$ cat config.mk
export PLATFORM = sky130hd
export DESIGN_NAME = rtc_cycle_timer
export DESIGN_NICKNAME = d
export VERILOG_FILES = /design/src/rtl/rtc_tmr_pkg.sv /design/src/rtl/tmr_regfile.sv /design/src/rtl/tmr_tick_gate.sv /design/src/rtl/tmr_down_cnt.sv /design/src/rtl/rtc_cycle_timer.sv
export SDC_FILE = /design/constraint.sdc
export NUM_CORES = 1
export LEC_CHECK = 0
export BUFFER_PORTS_ARGS = -buffer_cell sky130_fd_sc_hd__buf_2
export CELL_PAD_IN_SITES_DETAIL_PLACEMENT = 0
export CELL_PAD_IN_SITES_GLOBAL_PLACEMENT = 1
export CORE_UTILIZATION = 41
export CTS_BUF_LIST = sky130_fd_sc_hd__clkbuf_4
export DETAILED_ROUTE_END_ITERATION = 8
export GPL_TIMING_DRIVEN = 0
export PLACE_DENSITY_LB_ADDON = 0.25
export SYNTH_ARGS = -nofsm -noshare
export SYNTH_HDL_FRONTEND = slang
export SYNTH_SLANG_ARGS = --single-unit
$ cat constraint.sdc
create_clock -name clk -period 1.38 [get_ports clk]
set_clock_uncertainty 0.2 [all_clocks]
set_input_delay 0 -clock clk [delete_from_list [all_inputs] [get_ports clk]]
set_output_delay 0 -clock clk [all_outputs]
set_load 0.02 [all_outputs]
$ cat src/rtl/rtc_tmr_pkg.sv
package rtc_tmr_pkg;
  localparam int SEL_W         = 3;
  localparam int CTRL_SEL_LSB  = 0;
  localparam int CTRL_RUN_BIT  = 4;
  localparam int CTRL_IE_BIT   = 5;
  localparam int CTRL_FLAG_BIT = 7;

  typedef enum logic [SEL_W-1:0] {
    SRC_FAST = 3'd0,
    SRC_64HZ = 3'd1,
    SRC_1HZ  = 3'd2,
    SRC_1MIN = 3'd3,
    SRC_1HR  = 3'd4
  } tmr_src_e;

  typedef struct packed {
    logic             flag;
    logic             ie;
    logic             run;
    logic [SEL_W-1:0] sel;
  } tmr_ctrl_t;
endpackage

$ cat src/rtl/tmr_regfile.sv
module tmr_regfile
  import rtc_tmr_pkg::*;
#(
  parameter int                ADDR_W      = 8,
  parameter int                DATA_W      = 8,
  parameter int                CNT_W       = 16,
  parameter logic [ADDR_W-1:0] PRESET_ADDR = 8'h1B,
  parameter logic [ADDR_W-1:0] CTRL_ADDR   = 8'h1D
) (
  input  logic              clk,
  input  logic              rst_n,
  input  logic              wr_en,
  input  logic [ADDR_W-1:0] addr,
  input  logic [DATA_W-1:0] wdata,
  output logic [DATA_W-1:0] rdata,
  input  logic              event_set,
  output logic [CNT_W-1:0]  preset,
  output tmr_ctrl_t         ctrl,
  output logic              run_rise
);
  localparam int NUM_BYTES = CNT_W / DATA_W;

  logic [NUM_BYTES-1:0][DATA_W-1:0] byte_q;
  logic [NUM_BYTES-1:0]             byte_hit;

  logic             ctrl_wr;
  logic [SEL_W-1:0] sel_q, sel_d;
  logic             run_q, run_d;
  logic             ie_q, ie_d;
  logic             flag_q, flag_d;
  logic             flag_en;

  // reload bytes, low byte at the base address
  for (genvar gi = 0; gi < NUM_BYTES; gi++) begin : g_byte
    assign byte_hit[gi] = wr_en && (addr == ADDR_W'(PRESET_ADDR + ADDR_W'(gi)));

    always_ff @(posedge clk or negedge rst_n) begin
      if (!rst_n) begin
        byte_q[gi] <= '0;
      end else if (byte_hit[gi]) begin
        byte_q[gi] <= wdata;
      end
    end
  end

  assign preset  = byte_q;
  assign ctrl_wr = wr_en && (addr == CTRL_ADDR);

  always_comb begin
    sel_d = wdata[CTRL_SEL_LSB +: SEL_W];
    run_d = wdata[CTRL_RUN_BIT];
    ie_d  = wdata[CTRL_IE_BIT];
    // expiry wins over a clear in the same cycle
    if (event_set) begin
      flag_d = 1'b1;
    end else begin
      flag_d = 1'b0;
    end
    flag_en = event_set || (ctrl_wr && !wdata[CTRL_FLAG_BIT]);
  end

  always_ff @(posedge clk or negedge rst_n) begin
    if (!rst_n) begin
      sel_q <= '0;
      run_q <= 1'b0;
      ie_q  <= 1'b0;
    end else if (ctrl_wr) begin
      sel_q <= sel_d;
      run_q <= run_d;
      ie_q  <= ie_d;
    end
  end

  always_ff @(posedge clk or negedge rst_n) begin
    if (!rst_n) begin
      flag_q <= 1'b0;
    end else if (flag_en) begin
      flag_q <= flag_d;
    end
  end

  assign run_rise  = ctrl_wr && wdata[CTRL_RUN_BIT] && !run_q;
  assign ctrl.sel  = sel_q;
  assign ctrl.run  = run_q;
  assign ctrl.ie   = ie_q;
  assign ctrl.flag = flag_q;

  always_comb begin
    rdata = '0;
    if (addr == CTRL_ADDR) begin
      rdata[CTRL_SEL_LSB +: SEL_W] = sel_q;
      rdata[CTRL_RUN_BIT]          = run_q;
      rdata[CTRL_IE_BIT]           = ie_q;
      rdata[CTRL_FLAG_BIT]         = flag_q;
    end
    for (int i = 0; i < NUM_BYTES; i++) begin
      if (addr == ADDR_W'(PRESET_ADDR + ADDR_W'(i))) begin
        rdata = byte_q[i];
      end
    end
  end
endmodule

$ cat src/rtl/tmr_tick_gate.sv
module tmr_tick_gate
  import rtc_tmr_pkg::*;
#(
  parameter int                  NUM_SRC   = 5,
  parameter logic [NUM_SRC-1:0]  STOP_MASK = 5'b11110
) (
  input  logic [NUM_SRC-1:0] tick_in,
  input  logic [SEL_W-1:0]   sel,
  input  logic               run,
  input  logic               stop,
  output logic               tick_q
);
  logic [NUM_SRC-1:0] gated;

  for (genvar gi = 0; gi < NUM_SRC; gi++) begin : g_src
    if (STOP_MASK[gi]) begin : g_halt
      assign gated[gi] = tick_in[gi] && !stop;
    end else begin : g_free
      assign gated[gi] = tick_in[gi];
    end
  end

  always_comb begin
    tick_q = 1'b0;
    for (int i = 0; i < NUM_SRC; i++) begin
      if (sel == SEL_W'(i)) begin
        tick_q = gated[i];
      end
    end
    tick_q = tick_q && run;
  end
endmodule

$ cat src/rtl/tmr_down_cnt.sv
module tmr_down_cnt #(
  parameter int CNT_W = 16
) (
  input  logic             clk,
  input  logic             rst_n,
  input  logic             load,
  input  logic             tick,
  input  logic [CNT_W-1:0] preset,
  output logic [CNT_W-1:0] cnt,
  output logic             expire
);
  logic [CNT_W-1:0] cnt_q, cnt_d;
  logic             cnt_en;

  always_comb begin
    cnt_d  = cnt_q;
    expire = 1'b0;
    cnt_en = load || tick;
    if (load) begin
      cnt_d = preset;
    end else if (tick) begin
      if (cnt_q == '0) begin
        if (preset != '0) begin
          expire = 1'b1;
          cnt_d  = preset;
        end
      end else begin
        cnt_d = cnt_q - 1'b1;
      end
    end
  end

  always_ff @(posedge clk or negedge rst_n) begin
    if (!rst_n) begin
      cnt_q <= '0;
    end else if (cnt_en) begin
      cnt_q <= cnt_d;
    end
  end

  assign cnt = cnt_q;
endmodule

$ cat src/rtl/rtc_cycle_timer.sv
module rtc_cycle_timer
  import rtc_tmr_pkg::*;
#(
  parameter int                 ADDR_W      = 8,
  parameter int                 DATA_W      = 8,
  parameter int                 CNT_W       = 16,
  parameter int                 NUM_SRC     = 5,
  parameter logic [NUM_SRC-1:0] STOP_MASK   = 5'b11110,
  parameter logic [ADDR_W-1:0]  PRESET_ADDR = 8'h1B,
  parameter logic [ADDR_W-1:0]  CTRL_ADDR   = 8'h1D
) (
  input  logic               clk,
  input  logic               rst_n,
  input  logic               reg_wr,
  input  logic [ADDR_W-1:0]  reg_addr,
  input  logic [DATA_W-1:0]  reg_wdata,
  output logic [DATA_W-1:0]  reg_rdata,
  input  logic [NUM_SRC-1:0] tick_in,
  input  logic               stop,
  output logic               irq_n
);
  logic [1:0]       rst_sync_q;
  logic             rst_int_n;
  logic [CNT_W-1:0] preset_w;
  logic [CNT_W-1:0] cnt_w;
  tmr_ctrl_t        ctrl_w;
  logic             run_rise_w;
  logic             tick_w;
  logic             expire_w;

  // asynchronous assert, synchronous release
  always_ff @(posedge clk or negedge rst_n) begin
    if (!rst_n) begin
      rst_sync_q <= 2'b00;
    end else begin
      rst_sync_q <= {rst_sync_q[0], 1'b1};
    end
  end
  assign rst_int_n = rst_sync_q[1];

  tmr_regfile #(
    .ADDR_W(ADDR_W), .DATA_W(DATA_W), .CNT_W(CNT_W),
    .PRESET_ADDR(PRESET_ADDR), .CTRL_ADDR(CTRL_ADDR)
  ) u_regs (
    .clk(clk), .rst_n(rst_int_n),
    .wr_en(reg_wr), .addr(reg_addr), .wdata(reg_wdata), .rdata(reg_rdata),
    .event_set(expire_w), .preset(preset_w), .ctrl(ctrl_w), .run_rise(run_rise_w)
  );

  tmr_tick_gate #(
    .NUM_SRC(NUM_SRC), .STOP_MASK(STOP_MASK)
  ) u_gate (
    .tick_in(tick_in), .sel(ctrl_w.sel), .run(ctrl_w.run),
    .stop(stop), .tick_q(tick_w)
  );

  tmr_down_cnt #(
    .CNT_W(CNT_W)
  ) u_cnt (
    .clk(clk), .rst_n(rst_int_n), .load(run_rise_w), .tick(tick_w),
    .preset(preset_w), .cnt(cnt_w), .expire(expire_w)
  );

  assign irq_n = !(ctrl_w.flag && ctrl_w.ie);
endmodule

==> results by group <==
Status
  – Outcome: complete, but fails checks
  – Failing checks: setup timing

Synth
  – Async SR Flop Fraction: 1.000
  – Synthesized Nets: 261
  – Yosys warning count: 0
  – Post-synthesis sequential area ratio: 0.4244
  – Avg Cell Area, Syn: 10.08 um2
  – Dominant combinational cell family by area after synthesis: compound AO/OA/AOI/OAI gates
  – Post-synthesis mux area share: 0.1231
  – Synth Instances: 234
  – Yosys cell types: 55
  – Post-synth top flop: dfrtp_1
  – EDFF count, synth: 0
  – Flops & latches, synth: 40
  – Adder-cell share of the synthesized area: 0.01061
  – Post-synthesis compound-gate area fraction: 0.2149
  – Simple-gate share of the synthesized area: 0.1915
  – XOR/XNOR share of the synthesized area: 0
  – Synthesized cell area: 2359 um2

Detailed routing
  – Initial DRC count: 218
  – DR pass1 iterations: 5
  – Final ANT Viol Nets: 0
  – Residual DRC count: 0
  – WL final: 7063 um
  – Wire per inst: 18.44 um
  – Vias/cell: 5.893
  – Via Count: 2257

Cells and area
  – Final Core Density: 0.5978
  – Share of post-route cells with drive strength above 1: 0.4566
  – Final instance area: 3312 um2
  – Fill count: 508
  – Ant diodes: 0
  – Syn-to-layout area delta: 40.42%
  – Nets@finish: 337
  – Final Non-Filler Cells: 383

Clock tree
  – Clock root cell: clkbuf_4
  – H-tree depth: 2
  – Clock transition at path regs: 140 ps
  – Clk Latency, worst-skew pair: 370 ps
  – CTS tree: yes
  – CTS sink count: 40
  – Total CTS buffers: 5
  – Maximum clock path buffer count: 2

Critical path
  – Top delay family on crit path: simple AND/OR/NAND/NOR gates
  – CP Cell Sequence: or4_4, or4_4, or3_4, buf_6, o21ai_4, a22oi_2, nand2_1
  – CP max-delay cell: or4_4
  – Worst EP arrival: 2620 ps
  – Kind of critical path: reg2reg
  – Crit path required time: 1490 ps
  – Slowest stage delay, CP: 540 ps
  – Crit path buf inv count: 1
  – Startpoint Class: flip-flop
  – Crit end category: flip-flop
  – CP max FO: 5
  – Crit-path most repeated cell: or4_4

Floorplan
  – Site Rows: 27
  – Die footprint: 6060 um2
  – Chip width: 77.85 um
  – Die height: 77.85 um
  – Core area: 5540 um2
  – I/O Pins: 34
  – Effective utilization at floorplan: 0.4257

Place
  – Detail Placement HPWL: 4788 um
  – Buffers on Ports: 33
  – Dpl cells: 339
  – Placement-stage cell area: 2714 um2
  – Worst slack, placed: -1307 ps
  – Gp weighted congestion: 0.7832

Flow run
  – Max_cap viols: 0

Timing
  – Final setup vio count: 33
  – RSZ-0062 raised after global routing: true
  – Worst hold slack: 68.15 ps
  – Final worst path period need: 2513 ps
  – Setup WS post-layout: -1133 ps
  – Worst-Margin Slew: 830.2 ps
  – Final Hold Violating Endpoints: 0
  – Setup TNS: -20030 ps
  – Max-slew headroom: 0.4466
  – Max Clk Rate: 397.9 MHz
  – Pins Over Slew Limit: 0
  – Tcrit/Tclk final: 1.821

Power and ir drop
  – P_sw: 0.8803 mW
  – Int Pwr: 1.983 mW
  – Combinational power share: 0.229
  – Overall Power: 2.863 mW
  – Switching share of power: 0.3074
  – Reg power frac: 0.481
  – Power density cells: 864.6 nW/um2
  – Worst VDD drop: 609.3 uV
  – Leakage Power: 1.538 nW
  – Clock network fraction of total power: 0.290

GRT
  – Number of global-route vias before repair: 2333
  – First-pass GRT wire length: 11690 um
  – Initial antenna violation count: 0
  – Gr ovfl total: 0
  – Global-route usage over all layers: 0.2481
  – Largest net degree at the start of global routing: 39

Worst hold path
  – Hold WC Path Type: in2reg
==> cell usage after synthesis (3+ instances only) <==
cell | n | area, um2
a31oi_1 | 7 | 43.79
nor2_1 | 17 | 63.81
nand3_1 | 8 | 40.04
a22o_1 | 3 | 26.28
nor3_1 | 3 | 15.01
o32a_2 | 5 | 56.30
nor3b_1 | 3 | 22.52
a222oi_1 | 6 | 60.06
dfrtp_1 | 40 | 1001
o21ai_0 | 15 | 75.07
or3_1 | 4 | 25.02
mux2_2 | 24 | 270.3
a21oi_1 | 11 | 55.05
nand2_1 | 20 | 75.07
inv_1 | 11 | 41.29
nor4_1 | 6 | 37.54
buf_2 | 3 | 15.01
==> path summary, 6_finish.rpt <==
check / start / to / slack [ps] / depth (start not counted)
setup / recovery: u_cnt.cnt[7] / u_cnt.cnt[5] / -1130 / 7
max in group asynchronous: rst_sync_q[1] / u_regs.preset[0] / 230 / 0
min in group asynchronous: rst_sync_q[1] / u_cnt.cnt[12] / 180 / 0
hold / removal: reg_addr[2] / u_regs.preset[4] / 70 / 5
hold reg to reg: rst_sync_q[0] / rst_sync_q[1] / 170 / 0
setup reg to reg: u_cnt.cnt[7] / u_cnt.cnt[5] / -1130 / 7
==> what timing repair did <==
action | in CTS | in global routing
buffers inserted | 14 | 8
hold buffers | 12 | 0
resized for setup | 25 | 26
endpoints found under the setup margin | 46 | 25
gates cloned | 1 | 2
pin swaps | 8 | 18
hold endpoints to repair | 24 | 0
==> routing by layer <==
layer  vias to the layer above  global-route usage  wire [um]
met5                         -                   0          0
met4                         0             0.07358         87
met3                        11             0.04353        359
met2                        74              0.4115       3504
met1                      1113              0.3294       3111
li1                       1059                   -          -
==> registers in the layout, indices dropped and copies added, names as in the netlist <==
name	cells
u_cnt.cnt	16
u_regs.run_q	1
u_regs.ie_q	1
u_regs.flag_q	1
u_regs.sel_q	3
u_regs.preset	16
rst_sync_q	2
==> cells by family after synthesis <==
| kind of cell | count (synthesis) |
|---|---|
| AO/OA/AOI/OAI | 68 |
| AND/OR/NAND/NOR | 79 |
| buffers and inverters | 18 |
| multiplexers | 26 |
| flip-flops | 40 |
| other | 1 |
| adder cells (fa/ha/maj) | 2 |
==> worst register-to-register path: cells and delay by family, from the launching register on <==
| kind | cells | cell delay [ps] |
|---|---|---|
| compound gates | 2 | 210 |
| buf+inv | 1 | 150 |
| flops | 1 | 460 |
| simple gates | 4 | 1440 |
==> area by class of cell <==
class / instances / area, um2 / share of cell area
multi-input cells: 176 / 1498 / 0.4522
flip-flops and latches: 40 / 1005 / 0.3034
repair buffers: 70 / 546.8 / 0.1651
well taps: 72 / 90.09 / 0.02720
plain buffers: 6 / 47.55 / 0.01436
clock inverters: 3 / 46.29 / 0.01398
inverters: 11 / 41.29 / 0.01247
clock buffers: 5 / 37.54 / 0.01133
==> power by group through the flow <==
stage	registers, mW	clock network, mW	logic, mW
global placement	1.39	0	0.443
CTS	1.37	0.854	0.565
floorplan	1.35	0	0.333
detailed placement	1.39	0	0.451
global route	1.39	0.890	0.728
finish	1.38	0.830	0.656
==> cells in the final DEF (no fill, tap or decap), drive strengths merged, types with 2 or more instances in the layout <==
| master | count |
|---|---|
| a22o | 3 |
| o21ai | 16 |
| nand3 | 8 |
| o22ai | 2 |
| clkbuf | 6 |
| nor3b | 3 |
| a31oi | 7 |
| nand4bb | 2 |
| nor4 | 7 |
| o32a | 6 |
| a21oi | 12 |
| a22oi | 2 |
| dlygate4sd3 | 12 |
| or4 | 3 |
| ha | 2 |
| dfrtp | 40 |
| nand2 | 20 |
| nor3 | 4 |
| buf | 63 |
| nor4b | 3 |
| nand4 | 2 |
| mux2i | 2 |
| a222oi | 6 |
| a211oi | 2 |
| or3 | 4 |
| a21bo | 2 |
| o211ai | 2 |
| mux2 | 24 |
| inv | 12 |
| nor2 | 17 |
(Power assumes the default switching activity.)
